===== config.mk =====
export PLATFORM = sky130hd
export DESIGN_NAME = gpio_irq_port
export DESIGN_NICKNAME = d
export VERILOG_FILES = /design/src/rtl/gpio_irq_pkg.sv /design/src/rtl/gpio_irq_sync.sv /design/src/rtl/gpio_irq_detect.sv /design/src/rtl/gpio_irq_regs.sv /design/src/rtl/gpio_irq_port.sv
export SDC_FILE = /design/constraint.sdc
export NUM_CORES = 1
export LEC_CHECK = 0
export ABC_CLOCK_PERIOD_IN_PS = 2070
export BUFFER_PORTS_ARGS = -buffer_cell sky130_fd_sc_hd__buf_2
export CAP_MARGIN = 10
export CORE_MARGIN = 2
export CORE_UTILIZATION = 50
export DETAILED_ROUTE_END_ITERATION = 8
export MAX_ROUTING_LAYER = met4
export PLACE_DENSITY = 0.71
export SETUP_SLACK_MARGIN = 0.05
export SYNTH_ARGS = -nofsm -noshare
export SYNTH_HDL_FRONTEND = slang
export SYNTH_SLANG_ARGS = --single-unit

===== constraint.sdc =====
create_clock -name clk -period 2.07 [get_ports clk]
set_input_delay 0.1035 -clock clk [delete_from_list [all_inputs] [get_ports clk]]
set_output_delay 0.1035 -clock clk [all_outputs]
set_load 0.005 [all_outputs]

===== src/rtl/gpio_irq_pkg.sv =====
package gpio_irq_pkg;

   // Byte offsets of the register map (decoded by the bus)
   localparam logic [4:0] OFS_DATA  = 5'h00;
   localparam logic [4:0] OFS_DIR   = 5'h04;
   localparam logic [4:0] OFS_PAD   = 5'h08;
   localparam logic [4:0] OFS_CFGLO = 5'h0C;
   localparam logic [4:0] OFS_CFGHI = 5'h10;
   localparam logic [4:0] OFS_MASK  = 5'h14;
   localparam logic [4:0] OFS_STAT  = 5'h18;

   localparam int unsigned BUS_W       = 32;
   localparam int unsigned HALF_PINS   = 16;
   localparam int unsigned TRIG_W      = 2;

   typedef enum logic [1:0] {
      TRIG_LVL_LO = 2'd0,
      TRIG_LVL_HI = 2'd1,
      TRIG_RISE   = 2'd2,
      TRIG_FALL   = 2'd3
   } trig_e;

endpackage


===== src/rtl/gpio_irq_sync.sv =====
module gpio_irq_sync #(
   parameter int unsigned W      = 32,
   parameter int unsigned STAGES = 2
) (
   input  logic         clk,
   input  logic         rst_n,
   input  logic [W-1:0] d_async,
   output logic [W-1:0] q_sync
);

   logic [STAGES-1:0][W-1:0] chain_q;

   always_ff @(posedge clk) begin
      if (!rst_n) begin
         chain_q <= '0;
      end else begin
         chain_q[0] <= d_async;
         for (int s = 1; s < int'(STAGES); s++) begin
            chain_q[s] <= chain_q[s-1];
         end
      end
   end

   assign q_sync = chain_q[STAGES-1];

endmodule


===== src/rtl/gpio_irq_detect.sv =====
module gpio_irq_detect
   import gpio_irq_pkg::*;
#(
   parameter int unsigned PINS = 32
) (
   input  logic                         clk,
   input  logic                         rst_n,
   input  logic [PINS-1:0]              lvl,
   input  logic [PINS-1:0][TRIG_W-1:0]  mode,
   output logic [PINS-1:0]              hit
);

   logic [PINS-1:0] lvl_d;

   always_ff @(posedge clk) begin
      if (!rst_n) lvl_d <= '0;
      else        lvl_d <= lvl;
   end

   for (genvar n = 0; n < PINS; n++) begin : g_pin
      always_comb begin
         unique case (trig_e'(mode[n]))
            TRIG_LVL_LO: hit[n] = ~lvl[n];
            TRIG_LVL_HI: hit[n] =  lvl[n];
            TRIG_RISE:   hit[n] =  lvl[n] & ~lvl_d[n];
            TRIG_FALL:   hit[n] = ~lvl[n] &  lvl_d[n];
            default:     hit[n] = 1'b0;
         endcase
      end
   end


   edge_ref_lag_chk: assert property (@(posedge clk) disable iff (!rst_n)
      lvl_d == $past(lvl));

endmodule


===== src/rtl/gpio_irq_regs.sv =====
module gpio_irq_regs
   import gpio_irq_pkg::*;
#(
   parameter int unsigned PINS   = 32,
   parameter int unsigned ADDR_W = 5
) (
   input  logic                         clk,
   input  logic                         rst_n,
   input  logic [ADDR_W-1:0]            bus_addr,
   input  logic                         bus_wr,
   input  logic [BUS_W-1:0]             bus_wdata,
   input  logic                         bus_rd,
   output logic [BUS_W-1:0]             bus_rdata,
   input  logic [PINS-1:0]              pad,
   input  logic [PINS-1:0]              hit,
   output logic [PINS-1:0][TRIG_W-1:0]  mode,
   output logic [PINS-1:0]              dout,
   output logic [PINS-1:0]              dir,
   output logic [PINS-1:0]              mask,
   output logic [PINS-1:0]              status
);

   logic sel_data, sel_dir, sel_pad, sel_lo, sel_hi, sel_mask, sel_stat, mapped;
   logic [PINS-1:0]  clr;
   logic [BUS_W-1:0] cfg_lo_img, cfg_hi_img;

   assign sel_data = (bus_addr == ADDR_W'(OFS_DATA));
   assign sel_dir  = (bus_addr == ADDR_W'(OFS_DIR));
   assign sel_pad  = (bus_addr == ADDR_W'(OFS_PAD));
   assign sel_lo   = (bus_addr == ADDR_W'(OFS_CFGLO));
   assign sel_hi   = (bus_addr == ADDR_W'(OFS_CFGHI));
   assign sel_mask = (bus_addr == ADDR_W'(OFS_MASK));
   assign sel_stat = (bus_addr == ADDR_W'(OFS_STAT));
   assign mapped   = sel_data | sel_dir | sel_pad | sel_lo | sel_hi | sel_mask | sel_stat;

   // plain read/write registers
   always_ff @(posedge clk) begin
      if (!rst_n) begin
         dout <= '0;
         dir  <= '0;
         mask <= '0;
      end else if (bus_wr) begin
         if (sel_data) dout <= bus_wdata[PINS-1:0];
         if (sel_dir)  dir  <= bus_wdata[PINS-1:0];
         if (sel_mask) mask <= bus_wdata[PINS-1:0];
      end
   end

   // trigger fields: pin n lives in half n/16 at bit 2*(n mod 16)
   always_ff @(posedge clk) begin
      if (!rst_n) begin
         mode <= '0;
      end else if (bus_wr) begin
         for (int n = 0; n < int'(PINS); n++) begin
            if ((n < int'(HALF_PINS)) ? sel_lo : sel_hi)
               mode[n] <= bus_wdata[TRIG_W*(n % int'(HALF_PINS)) +: TRIG_W];
         end
      end
   end

   always_comb begin
      cfg_lo_img = '0;
      cfg_hi_img = '0;
      for (int n = 0; n < int'(PINS); n++) begin
         if (n < int'(HALF_PINS))
            cfg_lo_img[TRIG_W*(n % int'(HALF_PINS)) +: TRIG_W] = mode[n];
         else
            cfg_hi_img[TRIG_W*(n % int'(HALF_PINS)) +: TRIG_W] = mode[n];
      end
   end

   // sticky status, write-one-to-clear, detector event has priority
   assign clr = (bus_wr && sel_stat) ? bus_wdata[PINS-1:0] : '0;

   always_ff @(posedge clk) begin
      if (!rst_n) status <= '0;
      else        status <= (status & ~clr) | hit;
   end

   always_comb begin
      bus_rdata = '0;
      if (bus_rd) begin
         if (sel_data)      bus_rdata[PINS-1:0] = dout;
         else if (sel_dir)  bus_rdata[PINS-1:0] = dir;
         else if (sel_pad)  bus_rdata[PINS-1:0] = pad;
         else if (sel_lo)   bus_rdata           = cfg_lo_img;
         else if (sel_hi)   bus_rdata           = cfg_hi_img;
         else if (sel_mask) bus_rdata[PINS-1:0] = mask;
         else if (sel_stat) bus_rdata[PINS-1:0] = status;
      end
   end


   event_sets_chk: assert property (@(posedge clk) disable iff (!rst_n)
      (|hit) |=> ((status & $past(hit)) == $past(hit)));


   w1c_clears_chk: assert property (@(posedge clk) disable iff (!rst_n)
      (bus_wr && sel_stat) |=> ((status & $past(bus_wdata[PINS-1:0] & ~hit)) == '0));


   unmapped_wr_chk: assert property (@(posedge clk) disable iff (!rst_n)
      (bus_wr && !mapped) |=> ($stable(dout) && $stable(dir) && $stable(mask) && $stable(mode)));


   idle_read_chk: assert property (@(posedge clk) disable iff (!rst_n)
      !bus_rd |-> (bus_rdata == '0));

endmodule


===== src/rtl/gpio_irq_port.sv =====
module gpio_irq_port
   import gpio_irq_pkg::*;
#(
   parameter int unsigned PINS        = 32,
   parameter int unsigned ADDR_W      = 5,
   parameter int unsigned SYNC_STAGES = 2
) (
   input  logic              clk,
   input  logic              rst_n,
   input  logic [ADDR_W-1:0] bus_addr,
   input  logic              bus_wr,
   input  logic [31:0]       bus_wdata,
   input  logic              bus_rd,
   output logic [31:0]       bus_rdata,
   input  logic [PINS-1:0]   pin_in,
   output logic [PINS-1:0]   pin_out,
   output logic [PINS-1:0]   pin_oe,
   output logic              irq_lo,
   output logic              irq_hi,
   output logic              irq_any
);

   if (PINS < 1 || PINS > BUS_W) begin : g_bad_pins
      $error("gpio_irq_port: PINS must be 1..32");
   end
   if (SYNC_STAGES < 2) begin : g_bad_sync
      $error("gpio_irq_port: SYNC_STAGES must be at least 2");
   end
   if (ADDR_W < 5) begin : g_bad_addr
      $error("gpio_irq_port: ADDR_W must cover offset 0x18");
   end

   logic [PINS-1:0]             lvl, hit, mask, status, pend;
   logic [PINS-1:0][TRIG_W-1:0] mode;

   gpio_irq_sync #(.W(PINS), .STAGES(SYNC_STAGES)) sync_i (
      .clk     (clk),
      .rst_n   (rst_n),
      .d_async (pin_in),
      .q_sync  (lvl)
   );

   gpio_irq_detect #(.PINS(PINS)) det_i (
      .clk   (clk),
      .rst_n (rst_n),
      .lvl   (lvl),
      .mode  (mode),
      .hit   (hit)
   );

   gpio_irq_regs #(.PINS(PINS), .ADDR_W(ADDR_W)) regs_i (
      .clk       (clk),
      .rst_n     (rst_n),
      .bus_addr  (bus_addr),
      .bus_wr    (bus_wr),
      .bus_wdata (bus_wdata),
      .bus_rd    (bus_rd),
      .bus_rdata (bus_rdata),
      .pad       (lvl),
      .hit       (hit),
      .mode      (mode),
      .dout      (pin_out),
      .dir       (pin_oe),
      .mask      (mask),
      .status    (status)
   );

   assign pend    = status & mask;
   assign irq_any = |pend;

   if (PINS > HALF_PINS) begin : g_split
      assign irq_lo = |pend[HALF_PINS-1:0];
      assign irq_hi = |pend[PINS-1:HALF_PINS];
   end else begin : g_lower_only
      assign irq_lo = |pend;
      assign irq_hi = 1'b0;
   end


   irq_any_join_chk: assert property (@(posedge clk) disable iff (!rst_n)
      irq_any == (irq_lo || irq_hi));


   masked_quiet_chk: assert property (@(posedge clk) disable iff (!rst_n)
      (mask == '0) |-> !(irq_lo || irq_hi));

endmodule


Word level (Yosys, flattened, before mapping)
Index checks and enable logic that the tools add are counted.
{ "op_classes": {"n_eq_ne": 102, "n_mux": 41, "n_bitwise": 132, "reduce_logical": 42} }
{ "ops": {"columns": ["operator", "count"], "rows": [
  ["two-way mux 32 bit", 9],
  ["== test 2 bit (second input constant)", 64],
  ["one-hot mux 1 bit (4 select lines)", 32],
  ["bitwise AND 1 bit", 64],
  ["bitwise AND 32 bit", 2],
  ["== test 2 x 1 -> 1 bit (second input constant)", 32],
  ["zero test 2 bit", 32],
  ["inverter 1 bit", 64],
  ["inverter 32 bit", 1],
  ["bitwise OR 32 bit", 1],
  ["OR reduction 16 bit", 2],
  ["OR reduction 32 bit", 1],
  ["== test 5 bit (second input constant)", 3],
  ["== test 5 x 4 -> 1 bit (second input constant)", 2],
  ["AND reduction 2 bit", 5],
  ["== test 5 x 3 -> 1 bit (second input constant)", 1],
  ["zero test 5 bit", 1],
  ["logical AND 1 bit", 1]
]} }
{ "word_totals": {"register_bits": 288, "inputBits": 73, "output_inout_bits": 99, "wordCells": 356} }

Logic depth before layout (Yosys ltp)
Gate-level depths: netlist (run 1).
{ "logic_depth": {"ltp_word": 9, "mapped_depth": 7, "ltp_nobuf": 4} }

Cells and area by module
From an unflattened synthesis (run 1), not the netlist that was laid out.
{ "unflattened": {"hier_cells": 1594, "hier_area_um2": 14372.5} }
{ "modules_own_cells": {"columns": ["mod", "instances", "cells_per_inst", "area_per_inst_um2"], "rows": [
  ["gpio_irq_regs", 1, 1182, 10038.4],
  ["gpio_irq_detect", 1, 227, 2093.3],
  ["gpio_irq_sync", 1, 166, 2031.9],
  ["gpio_irq_port", 1, 19, 209.0]
]} }

Worst setup path before layout (run 1)
OpenSTA, ideal clock, no wires.
{ "synth_path": {"path_kind": "register -> output", "from": "register regs_i.status[30]", "to": "output port irq_any", "t_arrival_ps": 1180, "slack_ps": 787, "stages_incl_launch_ff": 5, "path_buffers": 0, "path_cell_list": "dfxtp_1 -> a22o_1 -> a221oi_1 -> nand4_1 -> or2_2"} }
{ "synth_via": {"elab_chain_len": 2} }
{ "synth_lines": {"columns": ["element", "line_no", "text"], "rows": [
  ["start: declaration", "gpio_irq_regs.sv:20", "output logic [PINS-1:0] status"],
  ["start signal: assignment", "gpio_irq_regs.sv:77", "else status <= (status & ~clr) | hit;"],
  ["bitwise AND 32 bit", "gpio_irq_port.sv:68", "assign pend = status & mask;"],
  ["OR reduction 32 bit", "gpio_irq_port.sv:69", "assign irq_any = |pend;"],
  ["end: declaration", "gpio_irq_port.sv:20", "output logic irq_any"]
]} }
Every way passes these cells.

Worst setup path in the final report (run 1)
{ "layout_path": {"from": "register regs_i.mask[15]", "to": "output port irq_any"} }
{ "layout_via": {"elab_chain_len": 2} }
{ "layout_lines": {"columns": ["element", "line_no", "text"], "rows": [
  ["start: declaration", "gpio_irq_regs.sv:19", "output logic [PINS-1:0] mask,"],
  ["start signal: assignment", "gpio_irq_regs.sv:45", "if (sel_mask) mask <= bus_wdata[PINS-1:0];"],
  ["bitwise AND 32 bit", "gpio_irq_port.sv:68", null],
  ["OR reduction 32 bit", "gpio_irq_port.sv:69", null]
]} }
Every way passes these cells.

==> qor.yml, run 1 <==
status: "finished with violations"
violations: "negative setup slack"
crit_path_max_fanout: 3
ios: 172
row_count: 58
reg2reg_setup_slack_ns: 0.53
hpwl_um: 28600
hold_path_depth: 4
syn_nets: 1542
top_layer: "met4"
die_area_um2: 26900
antenna_cells: 0
met3_wirelength_um: 2690
ant_nets: 0
dp_cells: 1904
cts.sinks: 288
r2r_cells: 4
vias_per_cell: 5.83
drt_first_pass_iters: 7
grt_pass1_wl_um: 61800
drcViolationCount: 0
rsz0062_at_grt: "true"
met1_length_um: 16500
htree_levels: 1
synthCells: 1469
clockBufferDepth: 3
die_w_um: 164
fin_util_pct: 63.5
fin_nets: 1749
period_share_pct: 103
finClkSkew_ns: 0.00681
hold_path_class: "primary input to register"
synth_cell_types: 43
p_per_area_nw_per_um2: 793
syn-cell-area_um2: 12800
portBuffers: 171
drive_gt1_share_pct: 21.5
required_ns: 1.97
wl_met2_um: 19600
fmax_ghz: 0.470
finalHoldViolCount: 0
antenna_found_initial: 0
grt_max_degree: 89
drv_cap: 0
min_to: "regs_i.status[21]$_SDFF_PN0_"
fin_setup_tns_ns: -0.0596
rr_startpoint: "sync_i.q_sync[10]$_SDFF_PN0_"
critPathKind: "register to primary output"
wl_per_cell_um: 20.2
grt_pass1_vias: 11000
clkLatencyLatePin_ns: 0.55
p_leak_nw: 6.19
core_area_um2: 25200
via_count: 11800
grt_usage_pct: 30.7
crit_path_end_kind: "primary output"
synth_area_per_cell_um2: 8.72
place.gp.congestion: 0.894
period_needed_ns: 2.13
ir_drop_uv: 604
slew_headroom_pct: 56.4
routed_wl_um: 41100
worst_slew_pin_slew_ns: 0.655
syn2layout_area_growth_pct: 24.9
seq_area_frac_synth_pct: 45.0
layout_setup_ws_ns: -0.0596
cts_made_buffers: 30
crit_arrival_ns: 2.03
clkTransAtPathRegs_ns: 0.06
timing.final.max_slew_violations: 0
root_buffer: "clkbuf_16"
regToRegEndpoint: "regs_i.status[10]$_SDFF_PN0_"
setup_viol: 1
ys_ff_latch: 288
startpoint_type: "register"
drt-initial-drc-count: 1083
hp-start: "bus_wr"
gr-total-overflow: 0
hold-worst-slack_ns: 0.153
dpl_worst_slack_ns: 0.0492
fp.dieH_um: 164
tritoncts: "yes"
yosys_warnings: 0
start_util_pct: 50.8
finalNonFillerCells: 2030
-- Yosys cell counts, drive strengths merged --
cell	count	area [µm²]
buf	54	329
nand2	190	713
nand3	132	673
or3	1	6.26
or2	1	6.26
nand4	4	31.3
o211ai	2	15.0
nor3b	1	12.5
a21boi	95	713
or3b	24	210
a22o	8	70.1
o221ai	2	17.5
a211oi	31	233
nor2	2	10.0
and3	3	18.8
inv	31	116
a221oi	9	78.8
xor2	1	8.76
mux2	31	349
nand2b	8	50.1
clkbuf	60	225
o2111a	28	315
a211o	2	17.5
nor4b	1	23.8
a32oi	31	272
and2	96	601
nor2b	36	225
dfxtp	288	5770
a2bb2oi	1	8.76
a21oi	2	10.0
mux2i	1	10.0
xnor2	24	210
o21ai	228	1140
nand3b	40	300
nor3	1	16.3
-- stage by stage --
| stage | cell area [µm²] | total power, mW |
|---|---|---|
| finish | 16000 | 12.7 |
| global placement | 14000 | 6.75 |
| floorplan | 12800 | 6.36 |
| global route | 16000 | 13.1 |
| CTS | 15900 | 12.7 |
| detailed placement | 14000 | 6.77 |
-- report_power, final --
| group | internal (mW) | switching [mW] |
|---|---|---|
| Clock | 3.62 | 2.27 |
| Sequential | 5.68 | 0.130 |
| Combinational | 0.428 | 0.550 |
| Total | 9.74 | 2.95 |
-- layer usage --
layer  vias to the layer above  track usage, %
li1                       5600               -
met1                      5635            36.7
met2                       478            50.1
met3                       117            4.42
met4                         0            16.3
met5                         -               -
-- cells by family (layout without fill, tap and decap cells) --
| logic type | after synthesis | in the layout | share of synthesized area, % |
|---|---|---|---|
| flip-flops | 288 | 288 | 45.0 |
| buffers and inverters | 145 | 376 | 5.24 |
| XOR/XNOR | 25 | 25 | 1.71 |
| multiplexers | 32 | 32 | 2.80 |
| AO/OA/AOI/OAI | 439 | 439 | 22.6 |
| AND/OR/NAND/NOR | 540 | 540 | 22.6 |
-- placed cells by master (no fill, tap or decap), types with 20 or more instances in the layout --
master           n
and2_1          96
a21boi_1        34
o21ai_1         35
o2111a_1        27
clkbuf_16       31
nor2b_1         34
nand3_1        130
mux2_2          31
buf_4           39
dlygate4sd3_1   69
nand3b_1        40
a32oi_1         26
dfxtp_1        283
xnor2_1         24
inv_1           31
a21boi_0        61
or3b_2          24
nand2_1        190
a211oi_1        20
buf_2          167
o21ai_0        193
-- cell type report --
cell class,instances,area (µm²)
Clock inverter,17,245
Tap cell,330,413
Multi-Input combinational cell,1036,6520
Timing Repair Buffer,289,2080
Fill cell,2115,9190
Sequential cell,288,5770
Inverter,31,116
Clock buffer,39,846
-- worst max-delay path, cell delays in order, from the launching register on --
cell	delay [ns]
dfxtp_2	0.33
a22o_1	0.24
a221oi_2	0.24
nand4_1	0.14
buf_4	0.18
or2_4	0.23
buf_6	0.12
-- registers in the layout (all words and copies together) (netlist names) --
| name | count |
|---|---|
| sync_i.q_sync | 32 |
| regs_i.mode | 64 |
| det_i.lvl_d | 32 |
| sync_i.chain_q | 32 |
| regs_i.dout | 32 |
| regs_i.mask | 32 |
| regs_i.dir | 32 |
| regs_i.status | 32 |
-- worst max path at each step --
stage,slack [ns],cells after the start,endpoint,from
3_3_place_gp,0.13,6,regs_i.dout[4]$_SDFFE_PN0P_,bus_addr[1]
5_1_grt,-0.09,6,irq_any,regs_i.mask[15]$_SDFFE_PN0P_
2_1_floorplan,0.79,4,irq_any,regs_i.status[30]$_SDFF_PN0_
3_5_place_dp,0.05,6,regs_i.dout[7]$_SDFFE_PN0P_,bus_addr[1]
6_report,-0.06,6,irq_any,regs_i.mask[15]$_SDFFE_PN0P_
4_1_cts,-0.02,6,irq_any,regs_i.mask[15]$_SDFFE_PN0P_
-- what timing repair did --
item | 4_1_cts | 5_1_grt
hold buffers | 69 | 0
buffers inserted | 2 | 0
endpoints found under the setup margin | 5 | 15
endpoints found under the hold margin | 176 | 0
resized for setup | 15 | 18
pin swaps | 5 | 5
(Power assumes the default switching activity.)
==> inputs of run 2 (changes only) <==
- ABC_CLOCK_PERIOD_IN_PS: 2070 -> 2600
- PLACE_DENSITY: 0.71 -> 0.7
- SYNTH_HIERARCHICAL: not set -> 1
- clock period: 2.07 -> 2.6 ns (I/O delays scaled with it)
==> run 2 against run 1 <==
  * Power down 22%
  * Non-clock buffer count down 20
  * Synthesized cell count up 8.5%
  * Sequential cell count unchanged
  * Register-to-register slack better by 0.62 ns
  * Critical endpoint is now bus_rdata[23]
  * Core utilization down 4.2 points
  * Worst hold slack worse by 0.092 ns
  * Highest routed layer unchanged
  * The run now ends clean
  * Area after synthesis up 12%
  * Largest power group is now sequential cells
==> qor.yml, run 2 <==
ios: 172
drcViolationCount: 0
p_leak_nw: 6.07
ant_nets: 0
ctsResizeCount: 0
final_cell_mix: "dfxtp_1 (288), nand3_1 (192), buf_2 (168)"
largest_register_ffs: 64
synth_area_per_cell_um2: 9.02
finalNonFillerCells: 2124
htree_levels: 1
wl_met2_um: 22300
post-synth-top-area-cell: "dfxtp_1"
dp_cells: 2003
crit_arrival_ns: 2.26
critPathBufInv: 1
regMostFlops: "regs_i/mode"
synth_top_area_share_pct: 40.1
regArea_um2: 5770
vias_per_cell: 6.32
antenna_found_initial: 1
dpl_worst_slack_ns: 0.309
routed_wl_um: 50200
slew_headroom_pct: 22.6
grt_usage_pct: 33.1
wl_per_cell_um: 23.6
critical_path.cell_chain: "nor3_1 > a2111oi_0 > o221a_1 > buf_2"
fmax_ghz: 0.418
drt_first_pass_iters: 7
met3_wirelength_um: 4720
final_common_cell: "dfxtp_1"
synthCells: 1594
required_ns: 2.47
place.gp.congestion: 0.925
rsz0062_at_grt: "false"
fin_util_pct: 59.3
fin_nets: 1789
period_needed_ns: 2.39
layout_setup_ws_ns: 0.208
multiInputGateArea_um2: 7500
startpoint_type: "register"
finalHoldViolCount: 0
met1_length_um: 20700
drive_gt1_share_pct: 22.5
clkTransAtPathRegs_ns: 0.06
ys_async_sr_fraction_pct: 0
synth_edf_count: 0
syn2layout_area_growth_pct: 17.5
slowest_stage: "a2111oi_0"
die_area_um2: 30100
n_fill_cell: 2490
fin_setup_tns_ns: 0
hpwl_um: 32800
drv_cap: 0
die_w_um: 174
setup_viol: 0
period_share_pct: 92.0
via_count: 13400
grt_max_degree: 138
synth_commonest_cells: "dfxtp_1 (288), nand3_1 (192), o21ai_0 (159)"
status: "completed"
root_buffer: "clkbuf_16"
critPathKind: "register to primary output"
drt-initial-drc-count: 1547
yosys_warnings: 6
clockBufferDepth: 3
synth_cell_types: 45
synth_most_common_cell: "dfxtp_1"
seq_area_frac_synth_pct: 40.1
p_per_area_nw_per_um2: 586
pwr-share-clk_pct: 43.3
fp.dieH_um: 174
clkLatencyLatePin_ns: 0.57
cpLargestDelayFamily: "compound AO/OA/AOI/OAI gates"
syn-cell-area_um2: 14400
timing.final.max_slew_violations: 0
cts_made_buffers: 31
row_count: 62
crit_path_end_kind: "primary output"
gr-total-overflow: 0
finClkSkew_ns: 0.0217
p_int_mw: 7.37
power_mw: 9.89
grt_pass1_wl_um: 75800
hold_path_class: "primary input to register"
ys_ff_latch: 288
combinationalPowerShare_pct: 9.9
critical-path-max-stage-delay_ns: 0.79
syn_nets: 1667
start_util_pct: 50.5
grt_pass1_vias: 12500
cts.sinks: 288
p_seq_share_pct: 46.8
portBuffers: 171
core_area_um2: 28500
switchingPower_mw: 2.53
tritoncts: "yes"
ir_drop_uv: 499
crit_path_max_fanout: 6
synth_area_leaders: "dfxtp_1 (40%), nand3_1 (6.7%), a21boi_1 (5.6%)"
switching_share_pct: 25.5
worst_slew_pin_slew_ns: 1.16
ys.flop_type: "dfxtp_1"
top_layer: "met4"
[run 2: changes by cell type after synthesis, sizes merged, moves of 35 or more]
cell | previous run | this run
o21ai | 228 | 160
a21boi | 95 | 160
nand2b | 8 | 68
nand3 | 132 | 192
nand2 | 190 | 0
nand3b | 40 | 0
buf | 54 | 89
[run 2: repair_timing]
| item | 4_1_cts | 5_1_grt |
|---|---|---|
| hold buffers | 64 | 0 |
| hold endpoints to repair | 198 | 0 |
| setup buffers | 0 | 0 |
[run 2: stage by stage]
stage	hold WS, ns	instance area [µm²]
after global placement	0.347	15300
final	0.0607	16900
after CTS	0.0388	16900
after floorplan	0.257	14400
after global routing	0.0756	16900
after detailed placement	0.348	15300
[run 2: logic make-up (layout without fill, tap and decap cells)]
kind of cell,count (synthesis),after routing,share of synthesized area (%)
buffers and inverters,244,389,7.99
and+or+nand+nor,470,470,19.9
AOI/OAI and AO/OA,560,560,29.8
DFF,288,288,40.1
muxes,32,32,2.23
other,0,1,0
[run 2: worst paths after layout]
check,startpoint,to,slack [ns],cells past startpoint
max,regs_i/mode[55]$_SDFFE_PN0P_,bus_rdata[23],0.21,4
min,rst_n,regs_i/mask[30]$_SDFFE_PN0P_,0.06,2
max reg2reg,regs_i/mode[25]$_SDFFE_PN0P_,regs_i/status[12]$_SDFF_PN0_,1.15,3
min reg2reg,sync_i/chain_q[29]$_SDFF_PN0_,sync_i/q_sync[29]$_SDFF_PN0_,0.45,1
[run 2: power by group through the flow]
stage               clock, mW  combinational [mW]  sequential, mW
floorplan                   0               0.557            4.67
global placement            0               0.866            4.72
detailed placement          0               0.873            4.72
CTS                      4.32               0.952            4.62
global route             4.50                1.03            4.64
finish                   4.29               0.979            4.63
[run 2: area by class of cell]
type | count | area share (%)
Clock buffer | 43 | 5.22
Multi-Input combinational cell | 1062 | 44.4
Clock inverter | 13 | 0.600
Tap cell | 384 | 2.85
Sequential cell | 288 | 34.1
Antenna cell | 1 | 0.0148
Inverter | 64 | 1.42
Timing Repair Buffer | 269 | 11.3
[run 2: worst register-to-register path, stage by stage (launching register included)]
cell and delay (ns):
dfxtp_1 0.43, or3b_1 0.37, a32oi_1 0.40, o21a_1 0.19
[run 2: layer usage]
layer	global-route usage (%)	vias up
met1	42.7	6445
li1	-	6041
met4	15.0	0
met2	50.1	786
met5	-	-
met3	6.60	150
